$ cat src/rtl/hba_pkg.sv
package hba_pkg;
  localparam int LFSR_W = 16;
  localparam int DRAW_W = 8;

  typedef enum logic {
    MODE_RR  = 1'b0,
    MODE_SJF = 1'b1
  } mode_e;
endpackage

$ cat src/rtl/hba_lfsr.sv
module hba_lfsr
  import hba_pkg::*;
#(
  parameter logic [LFSR_W-1:0] SEED = 16'hACE1
) (
  input  logic              clk_i,
  input  logic              rst_ni,
  output logic [DRAW_W-1:0] draw_o
);
  logic [LFSR_W-1:0] state_q;
  logic              fb;

  // x^16 + x^14 + x^13 + x^11 + 1, maximal length
  assign fb = state_q[15] ^ state_q[13] ^ state_q[12] ^ state_q[10];

  always_ff @(posedge clk_i or negedge rst_ni) begin
    if (!rst_ni) state_q <= SEED;
    else         state_q <= {state_q[LFSR_W-2:0], fb};
  end

  assign draw_o = state_q[DRAW_W-1:0];


  lfsr_alive_chk: assert property (@(posedge clk_i) disable iff (!rst_ni)
    state_q != '0);
endmodule

$ cat src/rtl/hba_out_cnt.sv
module hba_out_cnt #(
  parameter int CNT_W = 6
) (
  input  logic             clk_i,
  input  logic             rst_ni,
  input  logic             inc_i,
  input  logic             dec_i,
  output logic [CNT_W-1:0] cnt_o
);
  localparam logic [CNT_W-1:0] CNT_MAX = '1;

  logic [CNT_W-1:0] cnt_q;

  always_ff @(posedge clk_i or negedge rst_ni) begin
    if (!rst_ni) cnt_q <= '0;
    else begin
      unique case ({inc_i, dec_i})
        2'b10:   if (cnt_q != CNT_MAX) cnt_q <= cnt_q + 1'b1;
        2'b01:   if (cnt_q != '0)      cnt_q <= cnt_q - 1'b1;
        default: cnt_q <= cnt_q;
      endcase
    end
  end

  assign cnt_o = cnt_q;


  cnt_floor_chk: assert property (@(posedge clk_i) disable iff (!rst_ni)
    (dec_i && !inc_i && cnt_q == '0) |=> cnt_q == '0);

  cnt_ceil_chk: assert property (@(posedge clk_i) disable iff (!rst_ni)
    (inc_i && !dec_i && cnt_q == CNT_MAX) |=> cnt_q == CNT_MAX);

  cnt_step_chk: assert property (@(posedge clk_i) disable iff (!rst_ni)
    (inc_i && !dec_i && cnt_q != CNT_MAX) |=> cnt_q == $past(cnt_q) + 1'b1);
endmodule

$ cat src/rtl/hba_sjf_pick.sv
module hba_sjf_pick #(
  parameter int N_SRC = 4,
  parameter int CNT_W = 6,
  localparam int IDX_W = $clog2(N_SRC)
) (
  input  logic [N_SRC-1:0]       rdy_i,
  input  logic [N_SRC*CNT_W-1:0] cnt_i,
  output logic [IDX_W-1:0]       idx_o
);
  logic [CNT_W-1:0] best_cnt;
  logic             found;

  // strict compare keeps the lowest index on ties
  always_comb begin
    idx_o    = '0;
    best_cnt = '1;
    found    = 1'b0;
    for (int i = 0; i < N_SRC; i++) begin
      if (rdy_i[i] && (!found || cnt_i[i*CNT_W +: CNT_W] < best_cnt)) begin
        idx_o    = IDX_W'(i);
        best_cnt = cnt_i[i*CNT_W +: CNT_W];
        found    = 1'b1;
      end
    end
  end
endmodule

$ cat src/rtl/hba_rr_pick.sv
module hba_rr_pick #(
  parameter int N_SRC = 4,
  localparam int IDX_W = $clog2(N_SRC)
) (
  input  logic [N_SRC-1:0] rdy_i,
  input  logic [IDX_W-1:0] ptr_i,
  output logic [IDX_W-1:0] idx_o
);
  logic found;

  always_comb begin
    idx_o = '0;
    found = 1'b0;
    for (int k = 0; k < N_SRC; k++) begin
      int j;
      j = int'(ptr_i) + k;
      if (j >= N_SRC) j = j - N_SRC;
      if (!found && rdy_i[j]) begin
        idx_o = IDX_W'(j);
        found = 1'b1;
      end
    end
  end
endmodule

$ cat src/rtl/hybrid_batch_arbiter.sv
module hybrid_batch_arbiter
  import hba_pkg::*;
#(
  parameter int N_SRC  = 4,
  parameter int CNT_W  = 6,
  parameter int DATA_W = 32,
  parameter logic [LFSR_W-1:0] LFSR_SEED = 16'hACE1
) (
  input  logic                       clk_i,
  input  logic                       rst_ni,
  input  logic [7:0]                 prob_i,
  input  logic [N_SRC-1:0]           rdy_i,
  input  logic [N_SRC*DATA_W-1:0]    src_data_i,
  input  logic [N_SRC-1:0]           src_last_i,
  input  logic [N_SRC-1:0]           cmpl_i,
  output logic [N_SRC-1:0]           pop_o,
  output logic                       busy_o,
  output logic [$clog2(N_SRC)-1:0]   grant_o,
  output logic                       sjf_o,
  output logic                       req_vld_o,
  output logic [DATA_W-1:0]          req_data_o,
  output logic                       req_last_o
);
  localparam int IDX_W = $clog2(N_SRC);
  localparam logic [IDX_W-1:0] LAST_IDX = IDX_W'(N_SRC - 1);

  logic [N_SRC*CNT_W-1:0] cnt_flat;
  logic [DRAW_W-1:0]      draw;
  logic [IDX_W-1:0]       sjf_idx, rr_idx, win_idx, rr_ptr_q, grant_q;
  logic                   busy_q, decide, use_sjf, drain_end;
  mode_e                  mode_q;

  hba_lfsr #(.SEED(LFSR_SEED)) u_lfsr (
    .clk_i  (clk_i),
    .rst_ni (rst_ni),
    .draw_o (draw)
  );

  for (genvar s = 0; s < N_SRC; s++) begin : g_cnt
    hba_out_cnt #(.CNT_W(CNT_W)) u_cnt (
      .clk_i  (clk_i),
      .rst_ni (rst_ni),
      .inc_i  (pop_o[s]),
      .dec_i  (cmpl_i[s]),
      .cnt_o  (cnt_flat[s*CNT_W +: CNT_W])
    );
  end

  hba_sjf_pick #(.N_SRC(N_SRC), .CNT_W(CNT_W)) u_sjf (
    .rdy_i (rdy_i),
    .cnt_i (cnt_flat),
    .idx_o (sjf_idx)
  );

  hba_rr_pick #(.N_SRC(N_SRC)) u_rr (
    .rdy_i (rdy_i),
    .ptr_i (rr_ptr_q),
    .idx_o (rr_idx)
  );

  assign decide    = !busy_q && (|rdy_i);
  assign use_sjf   = draw < prob_i;
  assign win_idx   = use_sjf ? sjf_idx : rr_idx;
  assign drain_end = busy_q && src_last_i[grant_q];

  always_ff @(posedge clk_i or negedge rst_ni) begin
    if (!rst_ni) begin
      busy_q   <= 1'b0;
      grant_q  <= '0;
      mode_q   <= MODE_RR;
      rr_ptr_q <= '0;
    end else if (decide) begin
      busy_q   <= 1'b1;
      grant_q  <= win_idx;
      mode_q   <= use_sjf ? MODE_SJF : MODE_RR;
      rr_ptr_q <= (win_idx == LAST_IDX) ? '0 : win_idx + 1'b1;
    end else if (drain_end) begin
      busy_q   <= 1'b0;
    end
  end

  always_comb begin
    pop_o = '0;
    if (busy_q) pop_o[grant_q] = 1'b1;
  end

  assign busy_o     = busy_q;
  assign grant_o    = grant_q;
  assign sjf_o      = (mode_q == MODE_SJF);
  assign req_vld_o  = busy_q;
  assign req_data_o = src_data_i[grant_q*DATA_W +: DATA_W];
  assign req_last_o = busy_q && src_last_i[grant_q];


  grant_ready_chk: assert property (@(posedge clk_i) disable iff (!rst_ni)
    decide |=> rdy_i[$past(rdy_i) == rdy_i ? grant_q : grant_q] || $past(rdy_i[win_idx]));

  rr_ptr_step_chk: assert property (@(posedge clk_i) disable iff (!rst_ni)
    decide |=> rr_ptr_q == ((grant_q == LAST_IDX) ? '0 : grant_q + 1'b1));

  prob_zero_chk: assert property (@(posedge clk_i) disable iff (!rst_ni)
    (decide && prob_i == 8'd0) |=> !sjf_o);

  pop_onehot_chk: assert property (@(posedge clk_i) disable iff (!rst_ni)
    $onehot0(pop_o) && (busy_o == (|pop_o)));

  hold_grant_chk: assert property (@(posedge clk_i) disable iff (!rst_ni)
    (busy_q && !src_last_i[grant_q]) |=> busy_q && $stable(grant_q) && $stable(mode_q));

  drain_end_chk: assert property (@(posedge clk_i) disable iff (!rst_ni)
    drain_end |=> !busy_q);

  idle_hold_chk: assert property (@(posedge clk_i) disable iff (!rst_ni)
    (!busy_q && !(|rdy_i)) |=> !busy_q && $stable(rr_ptr_q));
endmodule

$ cat config.mk
export PLATFORM = sky130hd
export DESIGN_NAME = hybrid_batch_arbiter
export DESIGN_NICKNAME = d
export VERILOG_FILES = /design/src/rtl/hba_pkg.sv /design/src/rtl/hba_lfsr.sv /design/src/rtl/hba_out_cnt.sv /design/src/rtl/hba_sjf_pick.sv /design/src/rtl/hba_rr_pick.sv /design/src/rtl/hybrid_batch_arbiter.sv
export SDC_FILE = /design/constraint.sdc
export NUM_CORES = 1
export LEC_CHECK = 0
export CAP_MARGIN = 20
export CORE_ASPECT_RATIO = 0.75
export CORE_MARGIN = 3
export CORE_UTILIZATION = 43
export DETAILED_ROUTE_END_ITERATION = 8
export PLACE_DENSITY = 0.85
export SLEW_MARGIN = 10
export SYNTH_ARGS = -nofsm -noshare
export SYNTH_HDL_FRONTEND = slang
export SYNTH_SLANG_ARGS = --single-unit
$ cat constraint.sdc
create_clock -name clk_i -period 5.35 [get_ports clk_i]
set_input_delay 1.07 -clock clk_i [delete_from_list [all_inputs] [get_ports clk_i]]
set_output_delay 1.07 -clock clk_i [all_outputs]
set_load 0.1 [all_outputs]
---- Word-level counts from Yosys, hierarchy flattened ----
Index checks and enable logic that the tools add are counted.
word-level totals
  flip-flop bits (word level) ............. 46
  input bits .............................. 150
  output and inout port bits .............. 42
  logic and storage cells ................. 151
operators by class
  add/sub/neg operators ................... 16
  $lt $le $gt $ge ......................... 14
  equality and inequality tests ........... 21
  shifts and indexed selects .............. 1
  multiplexer cells ....................... 54
  bitwise gates (word level) .............. 3
  reductions and logical operators ........ 33
operators with widths
  cell                                                                 count
  less-than comparator 32 x 4 -> 1 bit (second input constant)         4
  two-way mux 32 bit                                                   4
  variable part select 128 x 8 -> 32 bit                               1
  greater-or-equal comparator 32 x 4 -> 1 bit (second input constant)  3
  subtractor 32 x 4 -> 32 bit (second input constant)                  3
  two-way mux 6 bit                                                    11
  one-hot mux 6 bit (2 select lines)                                   4
  adder 6 x 1 -> 6 bit (second input constant)                         4
  inequality test 6 bit (second input constant)                        4
  nonzero test 6 bit                                                   4
  subtractor 6 x 1 -> 6 bit (second input constant)                    4
  two-way mux 1 bit                                                    20
  less-than comparator 6 bit                                           3
  two-way mux 2 bit                                                    8
  inequality test 2 x 1 -> 1 bit (second input constant)               8
  AND reduction 3 bit                                                  4
  binary-select mux 1 bit (select 2 bit)                               5
  equality test 2 bit (second input constant)                          5
  nonzero test 2 bit                                                   5
  logical AND 1 bit                                                    9
  equality test 2 x 1 -> 1 bit (second input constant)                 4
  less-than comparator 8 bit                                           1
  zero test 1 bit                                                      7
  adder 2 x 2 -> 3 bit (second input constant)                         2
  other kinds (11)                                                     15

---- Logic depth before layout (Yosys ltp) ----
Gate-level depths: netlist of the first run.
  word-level depth ........................ 18
  depth in mapped cells ................... 24
  mapped depth without buffers ............ 22

---- By module ----
A second synthesis of the first run with hierarchy kept.
second synthesis, totals
  cells, all modules ...................... 402
  area total of the unflattened synthesis .. 4252.8 sq um
by module, submodules not included
  module                times used  cells each  area an instance (sq um)  sequential area each (sq um)
  hba_out_cnt           4           45          412.9                     150.1
  hybrid_batch_arbiter  1           100         1331.3                    150.1
  hba_sjf_pick          1           82          699.4                     0.0
  hba_lfsr              1           27          496.7                     410.4
  hba_rr_pick           1           13          73.8                      0.0

---- Worst setup path after synthesis of the first run ----
Ideal clock, no wire load.
  kind .................................... input-to-reg
  start point ............................. input port rdy_i[0]
  end point ............................... register rr_ptr_q[0]
  arrival ................................. 5.451 ns
  data required time ...................... 5.198 ns
  path slack .............................. -0.253 ns
  cell stages on the path ................. 21
  path buffers ............................ 2
  cells stage by stage .................... nor2b_1 ha_1 or2_2 o22ai_1 o211a_1 o21ai_1 clkbuf_1 o21ai_0 ha_1 a211oi_1 o21bai_1 o31a_1 a31oi_4 buf_6 mux2_2 ha_1 and3_1 a221o_1 a21o_1 a221oi_4 a22oi_1
on the way
  longest elaborated chain between the ends .. 16
ends and longest elaborated chain
  what                                                         RTL line                               text
  start: declaration                                           hybrid_batch_arbiter.sv:12             input logic [N_SRC-1:0] rdy_i,
  two-way mux 6 bit (tied with other cells)                    hba_sjf_pick.sv:19                     if (rdy_i[i] && (!found || cnt_i[i*CNT_W +: CNT_W] < best_cnt)) begin
  less-than comparator 6 bit (tied with other cells)           hba_sjf_pick.sv:19
  logical OR 1 bit or two-way mux 1 bit (tied branches)        hba_sjf_pick.sv:19, hba_rr_pick.sv:18
  logical AND 1 bit or two-way mux 1 bit (tied branches)       hba_sjf_pick.sv:19, hba_rr_pick.sv:18
  two-way mux 6 bit (tied with other cells)                    hba_sjf_pick.sv:19
  less-than comparator 6 bit (tied with other cells)           hba_sjf_pick.sv:19
  logical OR 1 bit or two-way mux 1 bit (tied branches)        hba_sjf_pick.sv:19, hba_rr_pick.sv:18
  logical AND 1 bit or zero test 1 bit (tied branches)         hba_sjf_pick.sv:19, hba_rr_pick.sv:18
  two-way mux 6 bit (tied with other cells)                    hba_sjf_pick.sv:19
  less-than comparator 6 bit (tied with other cells)           hba_sjf_pick.sv:19
  logical OR 1 bit or zero test 1 bit (tied branches)          hba_sjf_pick.sv:19, hba_rr_pick.sv:18
  logical AND 1 bit, on equally long branches                  hba_sjf_pick.sv:19, hba_rr_pick.sv:18
  two-way mux 2 bit, on equally long branches                  hba_sjf_pick.sv:19, hba_rr_pick.sv:18
  two-way mux 2 bit                                            hybrid_batch_arbiter.sv:63             assign win_idx = use_sjf ? sjf_idx : rr_idx;
  adder 2 x 1 -> 2 bit or equality test 2 bit (tied branches)  hybrid_batch_arbiter.sv:76             rr_ptr_q <= (win_idx == LAST_IDX) ? '0 : win_idx + 1'b1;
  two-way mux 2 bit                                            hybrid_batch_arbiter.sv:76
  end signal: assignment                                       hybrid_batch_arbiter.sv:76
  end: declaration                                             hybrid_batch_arbiter.sv:29             logic [IDX_W-1:0] sjf_idx, rr_idx, win_idx, rr_ptr_q, grant_q;
Parallel ways exist; a longest one is shown, timed or not. The select of a mux whose other input is x is not followed.
A chain may end at the register's enable or synchronous reset.

---- Worst setup path in the final report of the first run ----
  start point ............................. input port rdy_i[0]
  end point ............................... register rr_ptr_q[1]
Same word-level chain as after synthesis.

==> results.md, run 1 <==
* Internal Power at between 2 and 2.5 mW
* Post-place instance area at 0.00631 sq mm
* Vias in the first global route at 4,278
* Placed Cells at around 710
* Yosys top cell area share at 22.8%
* Area grow syn2layout at 62.2%
* Flop pwr share at ~16%
* P_leak at 2.95 nW
* Seq. cell area at 0.00116 sq mm
* Post-synth top flop: dfrtp_1
* VDD IR max at 0.352 mV
* Cell depth of the worst setup path at 19
* Slew margin rel. at 32.7%
* Row cnt at 30
* FF-to-FF setup slack at 510 ps
* Setup CP Type: primary input to flip-flop
* Routed vias/inst at between 5 and 6
* CTS Buf Count at 5
* Design Area, Final at approximately 0.0068 sq mm
* Per-cell routed wire length at ~21 um
* Initial core utilization at between 40 and 50%
* Detailed placement HPWL at ~12 mm
* Final Hold Viols at 0
* EDFF count, synth at 0
* Post-Layout Cell Count at 731
* CTS tree: done
* Die H at ~91 um
* Overall Global Routing Usage at 26.7%
* Clock sinks at 46
* Switching power share of the total at ~56%
* Final setup margin at slightly above 70 ps
* CTS Root Cell: clkbuf_16
* Crit path required time at approximately 5500 ps
* N_diodes at 0
* DRT iter0 DRCs at approximately 350
* Clk slew on worst S/H paths at 60 ps
* Fin crit period at about 5300 ps
* Slew @ Worst Pin at 998 ps
* Area occupied by multi-input gates at about 0.003 sq mm
* Hold depth at 0
* Synth warn at 0
* Power share of the clock group at ~7.6%
* Final core utilization at 73.2%
* CP max FO at 6
* Pwr Density at 699 mW/mm^2
* CP cell instances: buf_4 -> nor2b_4 -> ha_4 -> a311oi_2 -> o211a_4 -> o21ai_4 -> o21ai_4 -> ha_4 -> a211oi_2 -> o21bai_1 -> o31a_1 -> a31oi_4 -> buf_6 -> mux2_2 -> ha_1 -> a221o_1 -> a21o_1 -> a221oi_4 -> a22oi_1
* CTS Buffer Depth at 2
* Sequential area share after synthesis at approximately 28%
* P_sw at ~2.6 mW
* Critical Path AT at roughly 5400 ps
* Yosys reg bits at 46
* Ys async rst share at 100%
* Grt ovf at 0
* Worst Setup End Kind: flip-flop
* Outcome: finished, final reports clean
* Dominant cells by area after synthesis: dfrtp_1 23%, mux4_2 18%, ha_1 13%, dfstp_2 5.0%, inv_1 3.7%
* CP bufs+invs at 2
* WL final at 15.3 mm
* CP peak stage delay at between 300 and 400 ps
* First-pass GRT wire length at ~23 mm
* Fmax at ~190 MHz
* Yosys top cell by area: dfrtp_1
* Antenna violations before repair at 0
* Die area at 0.0109 sq mm
* Library cells used by synthesis at between 60 and 70
* Ports at between 150 and 200
* Gate power share at 76.5%
* IO buf count at roughly 190
* Largest net degree at the start of global routing at 47
* Nets@finish at 800
* Final Total Pwr at between 4 and 5 mW
* Final period util at between 90 and 100%
* Synthesized netlist cell count at 388
* Hold slack at ~360 ps
* H-Tree Depth at 2
* Worst Skew at 3.70 ps
* Startpoint Class: primary input
* DRC errors left at 0
* Layout cells sized above 1 at roughly 20%
* Slowest stage cell, crit path: a221oi_4
* Setup Viol. Count Final at 0
* # fillers at about 640
* Cts hold-fix bufs at 0
* Clk_lat worst skew at 290 ps
* Worst Reg-to-Reg Cells at 20
* Routed Antenna Nets at 0
* HP Class: flip-flop to flip-flop
* Drt pass-1 iters at 5
* Core Area at 0.00923 sq mm
* DR vias at about 4k
* Max-slew violation count at 0
* Mapped Area at approximately 0.0042 sq mm
* Avg Cell Area, Syn at ~11 sq um
* Family with the most delay on the worst path: compound AO/OA/AOI/OAI gates
* Most common cell in the netlist: ha_1
* Place WS at -725 ps
* Synth Net Count at 586
* Max Cap Viol at 0
* Die width at about 120 um
* Synth top cells by count: 44 x ha_1, 41 x inv_1, 38 x dfrtp_1, 33 x mux4_2, 29 x nand2_1
* Routability Congestion at roughly 0.81
* Final setup TNS at 0 ps
## worst paths after layout
path | startpoint | end
min reg2reg | u_lfsr.state_q[9]$_DFF_PN0_ | u_lfsr.state_q[10]$_DFF_PN1_
min | u_lfsr.state_q[9]$_DFF_PN0_ | u_lfsr.state_q[10]$_DFF_PN1_
min in group asynchronous | rst_ni | u_lfsr.state_q[9]$_DFF_PN0_
max | rdy_i[0] | rr_ptr_q[1]$_DFFE_PN0P_
max in group asynchronous | rst_ni | u_lfsr.state_q[0]$_DFF_PN1_
max reg2reg | g_cnt[0].u_cnt.cnt_o[1]$_DFFE_PN0P_ | rr_ptr_q[1]$_DFFE_PN0P_
## area by class of cell
class	count	area share, %
multi-input cells	285	43.6
repair buffers	223	32.0
flip-flops and latches	46	17.2
well taps	128	2.37
inverters	41	2.28
clock buffers	5	1.85
clock inverters	3	0.666
## layer usage
metal / part of all wire, % / GRT usage, % / up-vias
met5: 0 / 0 / -
met4: 3.8 / 10.1 / 0
met3: 6.5 / 5.04 / 37
met2: 49 / 45.4 / 178
met1: 41 / 33.9 / 1993
li1: - / - / 1876
## layout by cell type, fill, tap and decap left out, types with 2 or more instances in the layout
master           netlist  final
o21ai_0               23     15
clkinvlp_4             0      2
a41oi_1                3      3
buf_6                  1      2
nand3_1                5      5
nor2b_1                6      3
xnor2_1               16     16
dfrtp_1               38     37
o21ai_2                0      3
nand4_1                4      4
nor2_1                 9      9
a21oi_1               17     17
o41ai_2                2      2
xor2_1                11     11
mux2_2                 5      4
inv_1                 41     41
clkbuf_16              0      5
fa_1                   4      4
o22ai_1                3      2
buf_4                  5     30
o21bai_1               6      6
nand2b_1               4      4
nor2b_4                0      3
nand2_1               29     26
mux4_2                33     33
nand2_2                0      3
ha_4                   0      6
dfstp_2                8      8
and4_1                 2      2
o21ai_4                0      2
clkdlybuf4s50_1        0    189
mux2i_1                3      3
a22oi_1                2      2
a21o_1                13     13
a221o_1                2      2
o21a_1                 3      3
a211o_1                3      3
o21ai_1                1      5
ha_1                  44     37
nor4_1                 3      3
## power groups by stage
stage | combinational (mW) | sequential, mW | clock [mW]
6_report | 3.61 | 0.755 | 0.358
5_1_grt | 3.82 | 0.783 | 0.373
4_1_cts | 3.44 | 0.731 | 0.361
3_5_place_dp | 3.35 | 0.733 | 0
3_3_place_gp | 3.24 | 0.724 | 0
2_1_floorplan | 2.56 | 0.702 | 0
## flip-flops by register name, indices dropped and copies added, names as in the netlist
register	flops
rr_ptr_q	2
g_cnt.u_cnt.cnt_o	24
grant_o	2
sjf_o	1
u_lfsr.state_q	16
busy_o	1
## kinds of logic after synthesis
kind of cell             count (synthesis)  share of synthesized area [%]
AO/OA/AOI/OAI                           94                           16.3
AND/OR/NAND/NOR                         74                           9.21
buffers and inverters                   58                           5.91
adder cells (fa/ha/maj)                 48                           15.1
flip-flops                              46                           27.9
multiplexers                            41                           19.9
XOR/XNOR                                27                           5.67
## repair_timing
item	CTS	global route
buffers inserted	6	6
resized for setup	14	25
setup endpoints to repair	4	4
cloned	1	0
pin swaps	12	20
Note: power is estimated with default switching activity, not from simulation.
==> run 2: changes to the inputs <==
--- a/config.mk
+++ b/config.mk
@@ -9,9 +9,9 @@
 export CORE_ASPECT_RATIO = 0.75
 export CORE_MARGIN = 3
 export CORE_UTILIZATION = 43
+export CTS_CLUSTER_SIZE = 20
 export DETAILED_ROUTE_END_ITERATION = 8
 export PLACE_DENSITY = 0.85
-export SLEW_MARGIN = 10
 export SYNTH_ARGS = -nofsm -noshare
 export SYNTH_HDL_FRONTEND = slang
 export SYNTH_SLANG_ARGS = --single-unit
==> run 2 against run 1 <==
Compared with the run above: setup slack better by 50 ps; global-route usage unchanged; sequential power about the same; clock skew down 0.89 ps; die area unchanged; critical endpoint is now rr_ptr_q[0]$_DFFE_PN0P_; largest power group unchanged.
==> results.md, run 2 (synthesis gave the netlist of run 1 again) <==
* CP dominant cell by count: ha_4
* CTS Root Cell: clkbuf_16 (unchanged)
* Routability Congestion at 0.813 (unchanged)
* Most common cell after layout, fill and taps aside: clkdlybuf4s50_1 (unchanged)
* Area grow syn2layout at 62.5% (was 62.2%)
* Wire length on met2 at 7.32 mm (was 7.49 mm)
* Nets@finish at 800 (unchanged)
* Clk_lat worst skew at 290 ps (about the same)
* WL final at 15.1 mm (was 15.3 mm)
* H-Tree Depth at 2 (unchanged)
* Routed Antenna Nets at 0 (unchanged)
* Overall Global Routing Usage at 26.7% (unchanged)
* Slew @ Worst Pin at 1000 ps (was 998 ps)
* Critical Path AT at 5360 ps (was 5430 ps)
* # fillers at 631 (was 636)
* P_leak at 2.95 nW (about the same)
* CTS tree: done (unchanged)
* Grt ovf at 0 (unchanged)
* Vias in the first global route at 4,278 (unchanged)
* Drt pass-1 iters at 5 (unchanged)
* Slowest stage cell, crit path: a311oi_2 (was a221oi_4)
* First-pass GRT wire length at 23.1 mm (unchanged)
* Max Cap Viol at 0 (unchanged)
* N_diodes at 0 (unchanged)
* Final Hold Viols at 0 (unchanged)
* DRC errors left at 0 (unchanged)
* Row cnt at 30 (unchanged)
* Slew margin rel. at 33.0% (was 32.7%)
* Cts hold-fix bufs at 0 (unchanged)
* Die H at 91.3 um (unchanged)
* Layout cells sized above 1 at 20.2% (unchanged)
* Final Total Pwr at 4.74 mW (was 4.72 mW)
* Pwr Density at 700 mW/mm^2 (was 699 mW/mm^2)
* Per-cell routed wire length at 20.6 um (was 20.9 um)
* Final core utilization at 73.4% (was 73.2%)
* Fin crit period at 5230 ps (was 5280 ps)
* CTS Buffer Depth at 2 (unchanged)
* Worst Skew at 2.81 ps (was 3.70 ps)
* Die area at 0.0109 sq mm (unchanged)
* Final period util at 97.7% (was 98.7%)
* Die width at 120 um (unchanged)
* IO buf count at 191 (unchanged)
* CTS Buf Count at 5 (unchanged)
* Routed wl met3 at 1.00 mm (was 999 um)
* DR vias at 4,080 (was 4,084)
* Area occupied by multi-input gates at 0.00296 sq mm (was 0.00295 sq mm)
* Worst Setup End Kind: flip-flop (unchanged)
* DRT iter0 DRCs at 304 (was 347)
* Core Area at 0.00923 sq mm (unchanged)
* CP max FO at 6 (unchanged)
* M1 WL at 6.16 mm (was 6.20 mm)
* Family with the most delay on the worst path: compound AO/OA/AOI/OAI gates (unchanged)
* Clk slew on worst S/H paths at 60 ps (about the same)
* Max reg flops at 24 (unchanged)
* CP peak stage delay at 360 ps (was 350 ps)
* HP Class: flip-flop to flip-flop (unchanged)
* Max Used Layer: met4 (unchanged)
* Most frequent cells in the layout: 189 x clkdlybuf4s50_1, 41 x inv_1, 38 x ha_1, 37 x dfrtp_1, 33 x mux4_2 (was 189 x clkdlybuf4s50_1, 41 x inv_1, 37 x ha_1, 37 x dfrtp_1, 33 x mux4_2)
* Initial core utilization at 45.1% (unchanged)
* Fmax at 191 MHz (was 189 MHz)
* Seq. cell area at 0.00116 sq mm (unchanged)
* CP bufs+invs at 2 (unchanged)
* Startpoint Class: primary input (unchanged)
* Setup CP Type: primary input to flip-flop (unchanged)
* Max-slew violation count at 0 (unchanged)
* CP cell instances: buf_4 -> nor2b_4 -> ha_4 -> a311oi_2 -> o211a_4 -> buf_12 -> o21ai_4 -> o21ai_1 -> ha_2 -> and4_1 -> o31a_1 -> a31oi_4 -> mux2_4 -> ha_4 -> and3_4 -> a221o_1 -> a21o_1 -> a221oi_4 -> a22oi_1 (was buf_4 -> nor2b_4 -> ha_4 -> a311oi_2 -> o211a_4 -> o21ai_4 -> o21ai_4 -> ha_4 -> a211oi_2 -> o21bai_1 -> o31a_1 -> a31oi_4 -> buf_6 -> mux2_2 -> ha_1 -> a221o_1 -> a21o_1 -> a221oi_4 -> a22oi_1)
* Antenna violations before repair at 0 (unchanged)
* VDD IR max at 0.354 mV (was 0.352 mV)
* Outcome: finished, final reports clean (unchanged)
* Crit path required time at 5490 ps (was 5500 ps)
* Detailed placement HPWL at 11.9 mm (unchanged)
* Setup Viol. Count Final at 0 (unchanged)
* Routed vias/inst at 5.58 (was 5.59)
* Clock sinks at 46 (unchanged)
* Largest net degree at the start of global routing at 47 (unchanged)
* Ports at 192 (unchanged)
## run 2: final timing paths
kind                                                     start                           end  slack [ps]  depth (start not counted)
min reg2reg                        u_lfsr.state_q[9]$_DFF_PN0_  u_lfsr.state_q[10]$_DFF_PN1_         360                          0
max                                                   rdy_i[0]       rr_ptr_q[0]$_DFFE_PN0P_         120                         19
max in group asynchronous                               rst_ni   u_lfsr.state_q[0]$_DFF_PN1_        4220                          2
max reg2reg                g_cnt[0].u_cnt.cnt_o[5]$_DFFE_PN0P_       rr_ptr_q[0]$_DFFE_PN0P_         570                         18
min                                u_lfsr.state_q[9]$_DFF_PN0_  u_lfsr.state_q[10]$_DFF_PN1_         360                          0
min in group asynchronous                               rst_ni   u_lfsr.state_q[9]$_DFF_PN0_         610                          1
## run 2: final cells by class
class / instances / share of cell area (%)
repair buffers: 223 / 32.1
clock buffers: 5 / 1.85
inverters: 41 / 2.27
multi-input cells: 285 / 43.6
clock inverters: 3 / 0.665
well taps: 128 / 2.36
flip-flops and latches: 46 / 17.2
## run 2: report_power, final
part / internal [mW] / total (mW) / switching, mW
clock: 0.220 / 0.359 / 0.138
sequential: 0.473 / 0.755 / 0.282
combinational: 1.40 / 3.63 / 2.22
total: 2.10 / 4.74 / 2.65
## run 2: per-stage QoR
stage | TNS, ps | cell area [sq um] | hold WS (ps) | worst slack [ps] | cells
final | 0 | 6780 | 355 | 121 | 731
after global routing | -149 | 6780 | 369 | -73.4 | 731
after CTS | 0 | 6580 | 361 | 7.21 | 724
after detailed placement | -2770 | 6310 | 341 | -725 | 709
after global placement | -1670 | 6310 | 338 | -446 | 709
after floorplan | 0 | 4210 | 331 | 17.6 | 388
## run 2: repair_timing
item	CTS	global route
pin swaps	12	16
resized for setup	14	26
setup endpoints to repair	4	4
cloned	1	0
setup buffers	6	6
## run 2: layer usage
layer / vias to the layer above / global-route usage [%]
met2: 180 / 45.4
li1: 1875 / -
met4: 0 / 10.1
met5: - / 0
met3: 40 / 5.04
met1: 1985 / 33.9
